**src/rtl/paired_reg_bank.sv**
```systemverilog
module paired_reg_bank #(
  parameter int PINS = 16
) (
  input  logic            clk,
  input  logic            rst_n,
  input  logic            ev_start,
  input  logic            ev_stop,
  input  logic            ev_addr,
  input  logic            ev_rnw,
  input  logic            ev_byte_vld,
  input  logic [7:0]      ev_byte,
  input  logic            ev_rd_req,
  output logic [7:0]      rd_data,
  input  logic [PINS-1:0] pin_in,
  output logic [PINS-1:0] pin_out,
  output logic [PINS-1:0] pin_oe
);
  localparam int HALF = PINS / 2;

  typedef enum logic [1:0] {S_IDLE, S_CMD, S_WR, S_RD} st_t;

  st_t             st;
  logic [2:0]      ptr;
  logic [PINS-1:0] out_q, pol_q, cfg_q;

  wire frame_evt = ev_start | ev_stop;
  wire byte_evt  = ev_byte_vld & ~frame_evt & ~ev_addr;
  wire rd_evt    = ev_rd_req & ~ev_byte_vld & ~frame_evt & ~ev_addr & (st == S_RD);
  wire wr_evt    = byte_evt & (st == S_WR);
  wire cmd_evt   = byte_evt & (st == S_CMD);

  function automatic logic [7:0] half_sel(input logic [PINS-1:0] v, input logic hi);
    return hi ? v[PINS-1 -: HALF] : v[HALF-1:0];
  endfunction

  function automatic logic [PINS-1:0] half_put(input logic [PINS-1:0] v, input logic hi,
                                               input logic [7:0] b);
    logic [PINS-1:0] r;
    r = v;
    if (hi) r[PINS-1 -: HALF] = b;
    else    r[HALF-1:0] = b;
    return r;
  endfunction

  logic [7:0] rd_mux;
  always_comb begin
    unique case (ptr[2:1])
      2'd0:    rd_mux = half_sel(pin_in ^ pol_q, ptr[0]);
      2'd1:    rd_mux = half_sel(out_q, ptr[0]);
      2'd2:    rd_mux = half_sel(pol_q, ptr[0]);
      default: rd_mux = half_sel(cfg_q, ptr[0]);
    endcase
  end

  always_ff @(posedge clk) begin
    if (!rst_n) begin
      st      <= S_IDLE;
      ptr     <= '0;
      out_q   <= '1;
      pol_q   <= '0;
      cfg_q   <= '1;
      rd_data <= '0;
    end else if (frame_evt) begin
      st <= S_IDLE;
    end else if (ev_addr) begin
      st <= ev_rnw ? S_RD : S_CMD;
    end else if (cmd_evt) begin
      ptr <= ev_byte[2:0];
      st  <= S_WR;
    end else if (wr_evt) begin
      unique case (ptr[2:1])
        2'd1:    out_q <= half_put(out_q, ptr[0], ev_byte);
        2'd2:    pol_q <= half_put(pol_q, ptr[0], ev_byte);
        2'd3:    cfg_q <= half_put(cfg_q, ptr[0], ev_byte);
        default: ;
      endcase
      ptr[0] <= ~ptr[0];
    end else if (rd_evt) begin
      rd_data <= rd_mux;
      ptr[0]  <= ~ptr[0];
    end
  end

  assign pin_out = out_q;
  assign pin_oe  = ~cfg_q;

  p_cmd_ptr_r2: assert property (@(posedge clk) disable iff (!rst_n)
    cmd_evt |=> ptr == $past(ev_byte[2:0]));

  p_pair_flip_r4: assert property (@(posedge clk) disable iff (!rst_n)
    (wr_evt || rd_evt) |=> (ptr[2:1] == $past(ptr[2:1])) && (ptr[0] != $past(ptr[0])));

  p_input_pair_ro_r5: assert property (@(posedge clk) disable iff (!rst_n)
    (wr_evt && ptr[2:1] == 2'd0) |=> $stable(pin_out) && $stable(pin_oe) && $stable(pol_q));

  p_closed_no_write_r7: assert property (@(posedge clk) disable iff (!rst_n)
    (byte_evt && (st == S_IDLE || st == S_RD)) |=> $stable(pin_out) && $stable(pin_oe) && $stable(ptr));

  p_frame_keeps_ptr_r7: assert property (@(posedge clk) disable iff (!rst_n)
    frame_evt |=> $stable(ptr) && st == S_IDLE);

  p_rd_hold_r9: assert property (@(posedge clk) disable iff (!rst_n)
    !rd_evt |=> $stable(rd_data));

  p_pins_only_on_write_r3: assert property (@(posedge clk) disable iff (!rst_n)
    !wr_evt |=> $stable(pin_out) && $stable(pin_oe));
endmodule

```
**config.mk**
```make
export PLATFORM = sky130hd
export DESIGN_NAME = paired_reg_bank
export DESIGN_NICKNAME = d
export VERILOG_FILES = /design/src/rtl/paired_reg_bank.sv
export SDC_FILE = /design/constraint.sdc
export NUM_CORES = 1
export LEC_CHECK = 0
export ABC_AREA = 1
export BUFFER_PORTS_ARGS = -buffer_cell sky130_fd_sc_hd__buf_2
export CAP_MARGIN = 20
export CORE_ASPECT_RATIO = 1.75
export CORE_MARGIN = 2
export CORE_UTILIZATION = 45
export CTS_CLUSTER_SIZE = 14
export DETAILED_ROUTE_END_ITERATION = 16
export PLACE_DENSITY = 0.68
export RECOVER_POWER = 50
export SYNTH_ARGS = -nofsm -noshare
export SYNTH_HDL_FRONTEND = slang
export SYNTH_SLANG_ARGS = --single-unit
```
**constraint.sdc**
```tcl
create_clock -name clk -period 2.15 [get_ports clk]
set_input_delay 0 -clock clk [delete_from_list [all_inputs] [get_ports clk]]
set_output_delay 0 -clock clk [all_outputs]
set_load 0.005 [all_outputs]
```
Word-level counts from Yosys, hierarchy flattened --
Index checks and enable logic that the tools add are counted.
Cells by class: $add $sub $neg 0, multiply operators 0, divide/modulo/power cells 0, order comparisons 0, equality and inequality tests 6, shift-type cells 0, multiplexer cells 11, bitwise operators 18, reductions and logical operators 13
Operators by type and width (count):
- $reduce_and A6 Y1 | 6
- $mux W8 | 4
- $pmux W8 S3 | 1
- $not A16 Y16 | 1
- $xor A16 B16 Y16 | 1
- $and A1 B1 Y1 | 8
- $eq A2 B2 Y1 const B | 4
- $not A1 Y1 | 7
- $mux W2 | 3
- $reduce_and A3 Y1 | 2
- $reduce_and A5 Y1 | 1
- $eq A2 B1 Y1 const B | 2
- $mux W1 | 3
- $reduce_bool A3 Y1 | 1
- $logic_not A2 Y1 | 1
- $reduce_bool A2 Y1 | 1
- $reduce_or A2 Y1 | 1
- $or A1 B1 Y1 | 1
Word-level totals: register bits 61, latch bits 0, memory bits (writable) 0, bits in read-only memories 0, bits of input ports 32, output and inout bits 40, logic and storage cells 58, memories kept 0

Depth between registers and ports, before layout --
Gate-level depths: netlist (run 1).
word-level depth 8, depth in mapped cells 10, depth with buffers taken out 9

Worst setup path before layout (run 1) --
OpenSTA, ideal clock, no wires.
path type register to register, from register st[1], to register out_q[6], in the netlist pin_out[6], library setup time 0.137 ns, arrival 1.192 ns, data required time 2.013 ns, setup slack 0.820 ns, stages on the path, launching flop included 10, path buffers 2, period minus slack after synthesis 1.330 ns, cell sequence dfxtp_1 inv_2 nor2_2 inv_2 nor2_4 buf_6 nand2_4 buf_6 nand2_1 o211ai_2
On the way: longest elaborated chain between the ends 4, elaborated cells on any way between the ends 6, those cells by class 2 x eq/ne; 3 x bitwise; 1 x reduce/logical
RTL lines:
- from (decl) | line 22 | st_t st;
- from (signal assigned) | line 66 | st <= ev_rnw ? S_RD : S_CMD;
- $eq A2 B1 Y1 | line 30 | wire cmd_evt = byte_evt & (st == S_CMD);
- $and A1 B1 Y1 | line 30
- $not A1 Y1 (no line)
- $reduce_and A6 Y1 (no line) (*)
- to (signal assigned) | line 72 | 2'd1: out_q <= half_put(out_q, ptr[0], ev_byte);
- to (decl) | line 24 | logic [PINS-1:0] out_q, pol_q, cfg_q;
Every way passes the cells marked *; elsewhere a longest branch is shown, timed or not. A chain may end at the register's enable or synchronous reset.

Worst setup path in the final report (run 1) --
from register ptr[1], to register rd_data[4]
On the way: longest elaborated chain between the ends 2, elaborated cells on any way between the ends 4, those cells by class 2 x eq/ne; 1 x mux; 1 x reduce/logical
RTL lines:
- from (decl) | line 23 | logic [2:0] ptr;
- from (signal assigned) | line 68 | ptr <= ev_byte[2:0];
- $eq A2 B2 Y1 (tied with other cells) | line 47 | unique case (ptr[2:1])
- $pmux W8 S3 (*) | line 47
- to (signal assigned) | line 79 | rd_data <= rd_mux;
- to (decl) | line 13 | output logic [7:0] rd_data,
Marked as above.

==> results of run 1 <==
[per-layer routing]
metal	global-route usage (%)	vias to the layer above	part of all wire, %
met1	27.8	1579	40
met3	4.69	24	5.1
met5	0	-	0
met4	13.0	0	4.3
li1	-	1778	-
met2	42.1	109	50
[per-stage QoR]
stage               utilization [%]  hold WS, ns  worst slack [ns]  instance area (sq um)  power [W]
detailed placement             51.7        0.325             0.460                   3740    0.00129
CTS                            56.1      0.00721             0.447                   4060    0.00269
global route                   55.9       0.0236             0.214                   4040    0.00275
global placement               51.7        0.300             0.535                   3740    0.00129
floorplan                         -        0.135             0.820                   3360    0.00122
finish                         55.9       0.0150             0.354                   4040    0.00268
[what timing repair did]
| action | in CTS | in global routing |
|---|---|---|
| setup buffers | 0 | 0 |
| endpoints found under the hold margin | 1 | 0 |
| hold buffers | 2 | 0 |
[final cells by class]
type	instances	area [sq um]
Clock buffer	15	298
Fill cell	740	3190
Sequential cell	61	1220
Timing Repair Buffer	80	432
Inverter	76	285
Multi-Input combinational cell	356	1700
Tap cell	86	108
[critical path: stages (launching register included)]
cell,delay [ns]
dfxtp_1,0.49
inv_1,0.14
nor2_2,0.54
nand2_1,0.17
nand2_1,0.10
inv_1,0.04
nand2_1,0.13
nor2_1,0.06
nor2_1,0.07
[power breakdown]
group          total [W]  leakage, nW  switching [W]  internal (W)
logic           0.000133         1.54      0.0000875     0.0000455
clock network    0.00141        0.148       0.000482      0.000930
registers        0.00114        0.493     0.00000216       0.00113
total            0.00268         2.18       0.000572       0.00211
[cells by family (layout without fill, tap and decap cells)]
logic type	after synthesis	in the layout	synth area share (%)
compound gates	65	65	12.1
buf+inv	100	171	12.8
flops	61	61	36.4
simple gates	291	291	38.7
[state kept, by name, indices dropped and copies added (netlist names)]
signal and count:
rd_data 8, pin_out 16, cfg_q 16, st 2, pol_q 16, ptr 3
[cell usage in the layout, fill, tap and decap left out]
master,Yosys,routed
a21oi_1,22,22
buf_2,8,64
o211ai_2,8,8
o21ai_0,22,22
nand2_1,168,168
dlygate4sd3_1,0,2
clkbuf_1,8,8
nand3_1,52,52
clkbuf_8,0,5
nand2_4,1,1
nor2_1,39,39
nor2_4,5,4
nand2_2,2,2
nand3_2,3,3
buf_12,0,1
dfxtp_1,61,60
inv_1,70,71
nand3_4,1,1
clkbuf_16,0,9
nand4_1,17,17
o211ai_1,8,8
nor3_1,1,1
o21ai_1,5,5
inv_2,5,4
buf_4,4,6
nor2_2,1,2
dfxtp_2,0,1
nor3_4,1,1
clkinv_1,1,1
[final timing paths]
kind	slack (ns)	start	cells past startpoint	endpoint
setup reg to reg	0.35	ptr[1]	8	rd_data[4]
hold / removal	0.01	ev_byte[1]	3	pol_q[1]
hold reg to reg	0.46	cfg_q[10]	2	cfg_q[10]
setup / recovery	0.35	ptr[1]	8	rd_data[4]
==> results.py, run 1 <==
metrics = {
    "yosys": {
        "synth.distinct_cells": 25,
        "netlist_area_sq_um": 3360,
        "ys.flop_type": "dfxtp_1",
        "yosysSeqAreaShare_pct": 36.4,
        "synthTopCellsByCount": "nand2_1 (168), inv_1 (70), dfxtp_1 (61)",
        "syn_inst": 517,
        "synth_top_area_share_pct": 36.4,
        "ys_warn_count": 0,
        "synth_edf_count": 0,
        "synth_nets": 549,
        "synth_top_area_cell": "dfxtp_1",
        "yosysMostFrequentCell": "nand2_1",
        "synthArstFlopShare_pct": 0,
        "postSynthAreaPerCell_sq_um": 6.49,
        "synth_area_leaders": "dfxtp_1 (36%), nand2_1 (19%), inv_1 (7.8%), nand3_1 (7.8%), nor2_1 (4.4%)",
        "ys_ff_latch": 61,
    },
    "route": {
        "wl_per_cell_um": 14.2,
        "ant_nets": 0,
        "drtIter0Drc": 190,
        "dr.pass1.iters": 5,
        "wirelength_um": 9560,
        "drc": 0,
        "vias": 3490,
        "via_per_inst": 5.18,
    },
    "final_layout": {
        "drive_above_1_share_pct": 19.0,
        "finalNonFillerCells": 674,
        "final_nets": 616,
        "area_growth_pct": 20.5,
        "antennaDiodeCount": 0,
    },
    "setup_path": {
        "worstPathMaxFanout": 17,
        "worstSetupPathType": "flip-flop to flip-flop",
        "worstSetupStartpointType": "flip-flop",
        "worst_ep_required_time_ns": 2.42,
        "arrival_ns": 2.06,
        "endpoint_kind": "flip-flop",
    },
    "run": {
        "max_cap_viol_count": 0,
    },
    "clocking": {
        "cts-root-buf": "clkbuf_16",
        "htreeDepth": 3,
        "clockBufferDepth": 2,
        "cts.repair.resized": 0,
        "cts.clk_slew.worst_paths_ns": 0.05,
        "insertion_delay_ns": 0.33,
        "cts_tree": "built",
        "cts_sinks": 61,
        "cts_buffers": 9,
    },
    "timing": {
        "max_freq_mhz": 557,
        "worstMarginPinSlew_ns": 0.671,
        "rsz0062_at_grt": "false",
        "maxSlewHeadroom_pct": 55.2,
        "drv_slew": 0,
        "setup_violations": 0,
        "finClkSkew_ns": 0.00453,
        "setup-tns-final_ns": 0,
        "hold_viol_final": 0,
        "fin_crit_ns": 1.80,
        "finalCritPeriodShare_pct": 83.5,
    },
    "floorplan": {
        "io_pins": 72,
        "die_area_sq_um": 8190,
        "core_sq_um": 7230,
        "initial_core_util_pct": 46.4,
        "die_h_um": 118,
        "num_rows": 41,
        "fp.dieW_um": 69.3,
    },
    "place": {
        "post-place-cells": 657,
        "dp.final_hpwl_um": 7080,
        "gp_congestion": 0.873,
        "io_buffer_count": 71,
    },
    "global_route": {
        "antenna_found_initial": 0,
        "grt.overflow.total": 0,
        "track_usage_pct": 24.3,
        "grt_max_degree": 45,
        "first_global_vias": 3267,
        "grt_pass1_wl_um": 15800,
    },
    "power": {
        "powerDensity_nw_per_um2": 663,
        "peakVddDrop_uv": 478,
        "p_leak_nw": 2.18,
    },
    "hold_path": {
        "hold_path.class": "input pin to flip-flop",
    },
    "outcome": {
        "status": "completed",
    },
}
Power figures use the tool's default switching activity.
==> run 2, diff against run 1 <==
Settings changed: PLACE_DENSITY 0.68 to 0.71.
Clock period 2.15 ns to 1.59 ns, I/O delays scaled along.
==> run 2 against run 1 <==
Net effect:
- clock-buffer cell count down 2
- clock skew about the same
- clock power increased by 23%
- largest power group unchanged
==> results.py, run 2 (same netlist as run 1, synthesis figures left out) <==
metrics = {
    "setup_path": {
        "worstSetupStartpointType": "input pin",
        "cp_slowest_cell": "dlygate4sd3_1",
        "worstSetupPathType": "input pin to flip-flop",
        "r2r-start": "ptr[0]",
        "arrival_ns": 1.80,
        "crit_chain": "dlygate4sd3_1 > buf_2 > nor2_4 > nand3_2 > inv_2 > nand2_1 > a21oi_1 > dlygate4sd3_1",
        "slowest_delay_ns": 0.58,
        "reg2reg_slack_ns": 0.15,
        "worstPathMaxFanout": 4,
        "endpoint_kind": "flip-flop",
        "worst_ep_required_time_ns": 1.86,
        "cp_common_cell": "dlygate4sd3_1",
        "crit_path_start": "ev_stop",
    },
    "final_layout": {
        "drive_above_1_share_pct": 18.5,
        "most-common-layout-cells": "nand2_1 (168), inv_1 (69), dfxtp_1 (60)",
        "final_common_cell": "nand2_1",
        "area_growth_pct": 21.8,
        "final_util_pct": 56.5,
        "final_nets": 624,
        "fillers": 729,
        "antennaDiodeCount": 0,
    },
    "power": {
        "p_leak_nw": 2.19,
        "powerDensity_nw_per_um2": 844,
        "peakVddDrop_uv": 593,
        "total_power_w": 0.00345,
    },
    "route": {
        "wirelength_um": 9740,
        "wl_per_cell_um": 14.3,
        "vias": 3522,
        "via_per_inst": 5.16,
        "drtIter0Drc": 211,
        "dr.max_layer_used": "met4",
        "wl_met3_um": 457,
        "dr_wl_met2_um": 5150,
        "drt-met1-wl_um": 3860,
        "drc": 0,
        "dr.pass1.iters": 5,
        "ant_nets": 0,
    },
    "clocking": {
        "cts_buffers": 9,
        "clockBufferDepth": 2,
        "cts_sinks": 61,
        "htreeDepth": 3,
        "insertion_delay_ns": 0.33,
        "cts.clk_slew.worst_paths_ns": 0.05,
        "cts-root-buf": "clkbuf_16",
        "cts_tree": "built",
    },
    "hold_path": {
        "min-delay-start": "ev_byte[5]",
        "hold_path.class": "input pin to flip-flop",
    },
    "timing": {
        "worstMarginPinSlew_ns": 0.402,
        "fin_crit_ns": 1.53,
        "finalCritPeriodShare_pct": 96.3,
        "setup_violations": 0,
        "maxSlewHeadroom_pct": 73.1,
        "max_freq_mhz": 653,
        "drv_slew": 0,
        "hold_viol_final": 0,
        "rsz0062_at_grt": "true",
        "finClkSkew_ns": 0.00488,
    },
    "floorplan": {
        "io_pins": 72,
        "die_area_sq_um": 8190,
        "initial_core_util_pct": 46.4,
        "core_sq_um": 7230,
        "num_rows": 41,
        "fp.dieW_um": 69.3,
        "die_h_um": 118,
    },
    "global_route": {
        "track_usage_pct": 24.6,
        "grt_pass1_wl_um": 16000,
        "grt_max_degree": 42,
        "grt.overflow.total": 0,
        "first_global_vias": 3382,
        "antenna_found_initial": 0,
    },
    "place": {
        "gp_congestion": 0.882,
        "dp.final_hpwl_um": 7150,
        "io_buffer_count": 71,
    },
    "outcome": {
        "status": "completed",
    },
    "run": {
        "max_cap_viol_count": 0,
    },
}
## run 2: changes by cell type in the layout (fill, tap and decap cells not counted), moves of 2 or more
cell and change:
clkinv_2 +2, clkbuf_8 -4, buf_12 +2, buf_4 +4, inv_1 -2, inv_2 +2, buf_2 -7, dlygate4sd3_1 +2
clkbuf_1 +9
## run 2: power breakdown
part | switching (W) | leakage, nW | internal [W]
Combinational | 0.000119 | 1.56 | 0.0000669
Sequential | 0.00000227 | 0.493 | 0.00153
Clock | 0.000647 | 0.129 | 0.00108
Total | 0.000769 | 2.19 | 0.00268
## run 2: worst paths after layout
check	end	cells after the start
hold reg to reg	cfg_q[8]	2
setup / recovery	st[1]	8
hold / removal	pol_q[5]	3
setup reg to reg	pin_out[4]	5
## run 2: layout make-up
cell class              instances  area, sq um  area share, %
multi-input cells             356         1700           41.6
inverters                      76          285           6.98
repair buffers                 88          513           12.5
flip-flops and latches         61         1220           29.9
clock inverters                 2         10.0          0.245
well taps                      86          108           2.63
clock buffers                  13          250           6.12
## run 2: per-layer routing
| layer | track usage [%] | up-vias |
|---|---|---|
| li1 | - | 1797 |
| met1 | 27.4 | 1599 |
| met2 | 44.6 | 110 |
| met3 | 4.60 | 16 |
| met4 | 11.0 | 0 |
| met5 | 0 | - |
## run 2: critical path: cells and delay by family
kind | cells | cell delay (ns)
AOI/OAI and AO/OA | 1 | 0.12
buffers and inverters | 4 | 1.35
and+or+nand+nor | 3 | 0.33
## run 2: per-stage QoR
stage / TNS, ns / cell area (sq um) / setup slack [ns] / instances / hold slack [ns]
after floorplan: 0 / 3360 / 0.260 / 517 / 0.135
after global placement: 0 / 3790 / 0.161 / 662 / 0.295
after detailed placement: 0 / 3790 / 0.101 / 662 / 0.320
after CTS: 0 / 4090 / 0.0773 / 681 / 0.00463
after global routing: -0.0896 / 4090 / -0.0630 / 682 / 0.0178
final: 0 / 4090 / 0.0581 / 682 / 0.0119
## run 2: what timing repair did
action	CTS	global route
resized for setup	0	1
endpoints found under the setup margin	0	18
buffers inserted	0	1
hold buffers	4	0
hold endpoints to repair	2	0
